===== src/rtl/rxint_pkg.sv =====
package rxint_pkg;
    localparam int unsigned REG_W  = 8;
    localparam int unsigned ADDR_W = 8;
    localparam logic [ADDR_W-1:0] FLAG_ADDR = 8'h2D;
    localparam logic [ADDR_W-1:0] ENA_ADDR  = 8'h2C;
    // bits that react to both transition directions
    localparam logic [REG_W-1:0] DUAL_MASK = 8'h80;
    // bits that carry an event source (bit 5 reserved)
    localparam logic [REG_W-1:0] LIVE_MASK = 8'hDF;
endpackage


===== src/rtl/rxint_edge.sv =====
module rxint_edge #(
    parameter bit DUAL = 1'b0
) (
    input  logic clk,
    input  logic rst_n,
    input  logic st,
    output logic hit
);
    logic prev_q;

    always_ff @(posedge clk or negedge rst_n) begin
        if (!rst_n) prev_q <= 1'b0;
        else        prev_q <= st;
    end

    generate
        if (DUAL) begin : g_both
            assign hit = st ^ prev_q;
        end else begin : g_rise
            assign hit = st & ~prev_q;
        end
    endgenerate
endmodule


===== src/rtl/rxint_flag.sv =====
module rxint_flag (
    input  logic clk,
    input  logic rst_n,
    input  logic set,
    input  logic clr,
    output logic q
);
    // a set in the clearing cycle wins, so no event is dropped
    always_ff @(posedge clk or negedge rst_n) begin
        if (!rst_n) q <= 1'b0;
        else        q <= (q & ~clr) | set;
    end
endmodule


===== src/rtl/rxint_regif.sv =====
module rxint_regif
    import rxint_pkg::*;
(
    input  logic              clk,
    input  logic              rst_n,
    input  logic              rd_en,
    input  logic              wr_en,
    input  logic [ADDR_W-1:0] addr,
    input  logic [REG_W-1:0]  wdata,
    input  logic [REG_W-1:0]  flags,
    output logic [REG_W-1:0]  ena,
    output logic              clr_flags,
    output logic [REG_W-1:0]  rdata
);
    logic [REG_W-1:0] rd_next;

    assign clr_flags = rd_en && (addr == FLAG_ADDR);

    always_ff @(posedge clk or negedge rst_n) begin
        if (!rst_n)                           ena <= '0;
        else if (wr_en && (addr == ENA_ADDR)) ena <= wdata & LIVE_MASK;
    end

    always_comb begin
        rd_next = '0;
        if (rd_en) begin
            unique case (addr)
                FLAG_ADDR: rd_next = flags;
                ENA_ADDR:  rd_next = ena;
                default:   rd_next = '0;
            endcase
        end
    end

    always_ff @(posedge clk or negedge rst_n) begin
        if (!rst_n)     rdata <= '0;
        else if (rd_en) rdata <= rd_next;
    end
endmodule


===== src/rtl/rx_event_irq.sv =====
module rx_event_irq
    import rxint_pkg::*;
(
    input  logic              clk,
    input  logic              rst_n,
    input  logic [REG_W-1:0]  status_i,
    input  logic              rd_en,
    input  logic              wr_en,
    input  logic [ADDR_W-1:0] addr,
    input  logic [REG_W-1:0]  wdata,
    output logic [REG_W-1:0]  rdata,
    output logic              irq
);
    logic [REG_W-1:0] hit;
    logic [REG_W-1:0] ena;
    logic [REG_W-1:0] flags;
    logic             rd_flags;

    for (genvar i = 0; i < REG_W; i++) begin : g_bit
        rxint_edge #(.DUAL(DUAL_MASK[i])) u_edge (
            .clk  (clk),
            .rst_n(rst_n),
            .st   (status_i[i]),
            .hit  (hit[i])
        );
        rxint_flag u_flag (
            .clk  (clk),
            .rst_n(rst_n),
            .set  (hit[i] & ena[i]),
            .clr  (rd_flags),
            .q    (flags[i])
        );
    end

    rxint_regif u_regif (
        .clk      (clk),
        .rst_n    (rst_n),
        .rd_en    (rd_en),
        .wr_en    (wr_en),
        .addr     (addr),
        .wdata    (wdata),
        .flags    (flags),
        .ena      (ena),
        .clr_flags(rd_flags),
        .rdata    (rdata)
    );

    assign irq = |flags;
endmodule


===== config.mk =====
export PLATFORM = sky130hd
export DESIGN_NAME = rx_event_irq
export DESIGN_NICKNAME = d
export VERILOG_FILES = /design/src/rtl/rxint_pkg.sv /design/src/rtl/rxint_edge.sv /design/src/rtl/rxint_flag.sv /design/src/rtl/rxint_regif.sv /design/src/rtl/rx_event_irq.sv
export SDC_FILE = /design/constraint.sdc
export NUM_CORES = 1
export LEC_CHECK = 0
export CAP_MARGIN = 20
export CORE_UTILIZATION = 59
export DETAILED_ROUTE_END_ITERATION = 8
export DONT_BUFFER_PORTS = 1
export PLACE_DENSITY = 0.75
export SYNTH_ARGS = -nofsm -noshare
export SYNTH_HDL_FRONTEND = slang
export SYNTH_SLANG_ARGS = --single-unit

===== constraint.sdc =====
create_clock -name clk -period 2.5 [get_ports clk]
set_input_delay 0.25 -clock clk [delete_from_list [all_inputs] [get_ports clk]]
set_output_delay 0.25 -clock clk [all_outputs]
set_load 0.02 [all_outputs]

Word-level counts from Yosys, hierarchy flattened
Index checks and enable logic that the tools add are counted.
{"block": "totals", "ff_bits": 30, "out_inout_bits": 9, "wordCells": 59}
{"block": "op_classes", "n_eq_ne": 2, "mux": 1, "n_bitwise": 36, "n_reduce_logical": 3}
{"op": "$and A1 B1 Y1", "count": 21}
{"op": "$eq A8 B6 Y1 const B", "count": 2}
{"op": "$pmux W8 S2", "count": 1}
{"op": "$reduce_or A8 Y1", "count": 1}
{"op": "$not A1 Y1", "count": 7}
{"op": "$or A1 B1 Y1", "count": 7}
{"op": "$logic_and A1 B1 Y1", "count": 2}
{"op": "$xor A1 B1 Y1", "count": 1}

Longest topological paths before layout
{"block": "depth", "word_depth": 5, "ltp_mapped": 4, "ltp_nobuf": 3}

Cells and area by module
From an unflattened synthesis, not the netlist that was laid out.
{"block": "unflattened", "hier_cells": 114, "hier_area_um2": 1405.1}
{"mod": "rxint_regif", "n_inst": 1, "cells_each": 63, "area_each_um2": 743.2, "seq_area_each_um2": 375.4}
{"mod": "rxint_flag", "n_inst": 8, "cells_each": 3, "area_each_um2": 36.3, "seq_area_each_um2": 25.0}
{"mod": "rxint_edge at g_bit[0].u_edge ...", "n_inst": 7, "cells_each": 2, "area_each_um2": 38.8, "seq_area_each_um2": 25.0}
{"mod": "rx_event_irq", "n_inst": 1, "cells_each": 11, "area_each_um2": 66.3, "seq_area_each_um2": 0.0}
{"mod": "rxint_edge at g_bit[7].u_edge", "n_inst": 1, "cells_each": 2, "area_each_um2": 33.8, "seq_area_each_um2": 25.0}

Worst setup path before layout
OpenSTA, ideal clock, no wires.
{"block": "synth_path", "path_type": "input -> register", "from": "input port addr[4]", "to": "register u_regif.ena[0]", "setup_time_ps": 125, "arrival_time_ps": 1223, "required_ps": 2375, "slack_ps": 1152, "stages": 4, "path_cell_list": "nor4b_4 and4b_1 buf_6 mux2_2"}
{"block": "synth_via", "elab_chain_len": 2}
{"element": "from (decl)", "line_no": "rx_event_irq.sv:9", "text": "input logic [ADDR_W-1:0] addr,"}
{"element": "$eq A8 B6 Y1", "line_no": "rxint_regif.sv:21", "text": "else if (wr_en && (addr == ENA_ADDR)) ena <= wdata & LIVE_MASK;"}
{"element": "$logic_and A1 B1 Y1", "line_no": "rxint_regif.sv:21"}
{"element": "to (signal assigned)", "line_no": "rxint_regif.sv:21"}
{"element": "to (decl)", "line_no": "rxint_regif.sv:11", "text": "output logic [REG_W-1:0] ena,"}
Every way passes these cells.
A chain may end at the register's enable or synchronous reset.

Final worst setup path
{"block": "layout_path", "from": "register g_bit[3].u_flag.q", "to": "output port irq"}
{"block": "layout_via", "elab_chain_len": 1}
{"element": "from (decl)", "line_no": "rxint_flag.sv:6", "text": "output logic q"}
{"element": "from (signal assigned)", "line_no": "rxint_flag.sv:11", "text": "else q <= (q & ~clr) | set;"}
{"element": "$reduce_or A8 Y1", "line_no": "rx_event_irq.sv:48", "text": "assign irq = |flags;"}
{"element": "to (decl)", "line_no": "rx_event_irq.sv:12", "text": "output logic irq"}
Every way passes these cells.

==> impl_metrics.env <==
export IMPL_run_status="finished, final reports clean"
export IMPL_totalWireLength_um=2190
export IMPL_fin_crit_sh_pct=60.5
export IMPL_critical_path_required_time_ns=2.25
export IMPL_port_buffers=0
export IMPL_pin_count_of_the_biggest_net_entering_global_routing=31
export IMPL_number_of_antenna_violations_at_the_first_check_in_global_routing=0
export IMPL_cts_made_buffers=5
export IMPL_start_util_pct=62.4
export IMPL_grt_pass1_vias=718
export IMPL_final_fill_count=145
export IMPL_criticalPathCategory="flop to output pin"
export IMPL_coreArea_sq_um=1960
export IMPL_place_gp_congestion=0.685
export IMPL_ys_seq_area_share_pct=61.3
export IMPL_yosys_warnings=0
export IMPL_crit_reg2reg_launch="g_bit[3].u_flag.q$_DFF_PN0_"
export IMPL_seqCellArea_sq_um=751
export IMPL_timing_reg2reg_worst_path_depth=3
export IMPL_power_share_sequential_pct=47.3
export IMPL_setup_viol=0
export IMPL_final_core_util_pct=74.1
export IMPL_endpoint_kind="output pin"
export IMPL_vdd_ir_drop_worst_mv=0.672
export IMPL_timing_hold_worst_class="input port to flop"
export IMPL_finalCriticalPeriod_ns=1.51
export IMPL_yosys_area_share_simple_pct=9.71
export IMPL_post_synth_instance_area_sq_um=1220
export IMPL_synth_fa_ha_area_share_pct=0
export IMPL_static_leakage_power_nw=0.657
export IMPL_post_synth_num_cell_types=19
export IMPL_finClkSkew_ns=0.00247
export IMPL_cts_htree_levels=2
export IMPL_cts_root_to_sink_buffers=2
export IMPL_post_drt_via_cell_ratio=5.72
export IMPL_grt_overflow_total=0
export IMPL_synth_top_family_by_area="multiplexers"
export IMPL_synth_area_top_cells="sky130_fd_sc_hd__dfrtp_1, sky130_fd_sc_hd__mux2_2, sky130_fd_sc_hd__o22ai_1"
export IMPL_design_die_area_sq_um=2260
export IMPL_layout_drive_gt1_share_pct=23.6
export IMPL_p_comb_share_pct=10.1
export IMPL_syn_num_nets=124
export IMPL_whs_endpoint="u_regif.rdata[0]$_DFFE_PN0P_"
export IMPL_number_of_sinks_handled_by_clock_tree_synthesis=30
export IMPL_global_route_usage_total_pct=21.8
export IMPL_slew_limit_headroom_pct=74.0
export IMPL_pin_count=37
export IMPL_cp_arrival_ns=1.26
export IMPL_cell_internal_pwr_mw=0.940
export IMPL_synth_async_reset_ratio_pct=100
export IMPL_powerDensity_nw_per_um2=816
export IMPL_worst_hold_startpoint="rd_en"
export IMPL_maximum_fanout_along_the_worst_path=3
export IMPL_post_synth_inst_count=96
export IMPL_total_switching_power_mw=0.246
export IMPL_synth_compound_gate_area_share_pct=9.61
export IMPL_grt_pass1_wl_um=3110
export IMPL_detail_route_first_pass_iterations=4
export IMPL_instance_count_along_the_most_critical_hold_path=1
export IMPL_vias=783
export IMPL_swShare_pct=20.8
export IMPL_yosys_register_bits=30
export IMPL_wl_per_cell_um=16.0
export IMPL_post_dp_hpwl_um=1420
export IMPL_slew_viol_final=0
export IMPL_setup_tns_final_ns=0
export IMPL_flow_area_growth_from_synthesis_pct=18.8
export IMPL_detail_route_iter0_violations=9
export IMPL_grt_setup_unrepaired="false"
export IMPL_most_common_cell_in_the_netlist="sky130_fd_sc_hd__dfrtp_1"
export IMPL_die_height_um=47.5
export IMPL_report_power_total_mw=1.19
export IMPL_multi_input_area_sq_um=403
export IMPL_diodes=0
export IMPL_row_count=16
export IMPL_fmax_mhz=661
export IMPL_r2r_end="u_regif.rdata[3]$_DFFE_PN0P_"
export IMPL_clock_insertion_delay_worst_skew_ns=0.32
export IMPL_postSynth_topFlopCell="sky130_fd_sc_hd__dfrtp_1"
export IMPL_share_of_the_synthesized_netlist_area_taken_by_xor_and_xnor_gates_pct=0.716
export IMPL_final_nets=137
export IMPL_yosys_top_cells_count="sky130_fd_sc_hd__dfrtp_1, sky130_fd_sc_hd__mux2_2, sky130_fd_sc_hd__inv_1, sky130_fd_sc_hd__nand2_1, sky130_fd_sc_hd__o22ai_1"
export IMPL_critPathLaunchType="flop"
export IMPL_clock_root_buffer="sky130_fd_sc_hd__clkbuf_4"
export IMPL_netlist_top_cell_by_area="sky130_fd_sc_hd__dfrtp_1"
export IMPL_yosys_area_top_type_share_pct=61.3
export IMPL_clock_tree_from_tritoncts="built"
export IMPL_post_synth_cell_area_avg_sq_um=12.7
export IMPL_postCtsSetupRepairBufs=0
export IMPL_synth_enable_flop_cells=0
export IMPL_ant_nets=0
export IMPL_timing_hold_violations_final=0
export IMPL_die_width_um=47.5
export IMPL_worst_pin_slew_ns=0.389
export IMPL_drt_drc_violations_left=0
export IMPL_clockPowerShare_pct=42.7
export IMPL_clk_transition_reported_paths_ns=0.09
export IMPL_r2r_setup_slack_ns=1.55
export IMPL_max_cap_viol_count=0
export IMPL_muxShareOfSynthArea_pct=12.9
-- how the worst max path moves through the flow --
stage	slack, ns	startpoint	end
after floorplan	1.15	addr[4]	u_regif.ena[0]$_DFFE_PN0P_
after CTS	0.98	g_bit[3].u_flag.q$_DFF_PN0_	irq
after global placement	0.96	addr[4]	u_regif.ena[4]$_DFFE_PN0P_
final	0.99	g_bit[3].u_flag.q$_DFF_PN0_	irq
after detailed placement	0.93	addr[4]	u_regif.ena[0]$_DFFE_PN0P_
after global routing	0.92	g_bit[6].u_flag.q$_DFF_PN0_	irq
-- metal layers --
metal / part of all wire [%] / vias up / track usage (%)
met1: 41 / 378 / 23.7
met2: 49 / 35 / 34.5
met4: 2.8 / 0 / 15.0
met5: 0 / - / 0
li1: - / 362 / -
met3: 7.3 / 8 / 9.43
-- critical path, cell delays in order (launching register included) --
cell,delay [ns]
sky130_fd_sc_hd__dfrtp_1,0.43
sky130_fd_sc_hd__nor4_1,0.30
sky130_fd_sc_hd__nand2_1,0.22
-- layout make-up --
cell class / count / share of cell area (%)
clock inverter: 2 / 4.13
multi-input combinational: 50 / 27.7
sequential: 30 / 51.6
timing repair buffer: 10 / 7.57
clock buffer: 6 / 3.53
inverter: 12 / 3.10
tap: 27 / 2.32
-- stage by stage --
| stage | cell area, sq um | hold slack [ns] | setup WS [ns] | instances |
|---|---|---|---|---|
| 2_1_floorplan | 1220 | -0.0456 | 1.15 | 96 |
| 3_3_place_gp | 1230 | -0.0450 | 0.963 | 119 |
| 3_5_place_dp | 1230 | -0.0450 | 0.925 | 119 |
| 4_1_cts | 1440 | 0.00596 | 0.983 | 136 |
| 5_1_grt | 1450 | 0.00421 | 0.920 | 137 |
| 6_report | 1450 | 0.0195 | 0.987 | 137 |
-- flip-flops by register name, summed over array words and instances (netlist names) --
signal / flops
g_bit.u_edge.prev_q: 7
g_bit.u_flag.q: 8
u_regif.ena: 7
u_regif.rdata: 8
-- placed cells by master (no fill, tap or decap), types with 4 or more instances in the layout --
cell / n
sky130_fd_sc_hd__nand2_1: 12
sky130_fd_sc_hd__clkbuf_4: 5
sky130_fd_sc_hd__dlygate4sd3_1: 9
sky130_fd_sc_hd__a32o_1: 4
sky130_fd_sc_hd__mux2_2: 14
sky130_fd_sc_hd__o22ai_1: 8
sky130_fd_sc_hd__dfrtp_1: 30
sky130_fd_sc_hd__inv_1: 12
-- repair_timing --
item                                   CTS  global route
hold buffers                             9             1
endpoints found under the hold margin   37             2
resized for setup                        0             0
-- kinds of logic (layout without fill, tap and decap cells) --
| logic type | Yosys count | count (layout) |
|---|---|---|
| flip-flops | 30 | 30 |
| XOR/XNOR | 1 | 1 |
| buffers and inverters | 16 | 30 |
| AND/OR/NAND/NOR | 20 | 20 |
| AO/OA/AOI/OAI | 15 | 15 |
| multiplexers | 14 | 14 |
-- power groups by stage --
stage / logic [mW] / registers, mW / clock network, mW
6_report: 0.119 / 0.560 / 0.506
3_5_place_dp: 0.0950 / 0.569 / 0
4_1_cts: 0.119 / 0.560 / 0.513
3_3_place_gp: 0.0936 / 0.567 / 0
2_1_floorplan: 0.0899 / 0.560 / 0
5_1_grt: 0.130 / 0.567 / 0.538
Note: power is estimated with default switching activity, not from simulation.
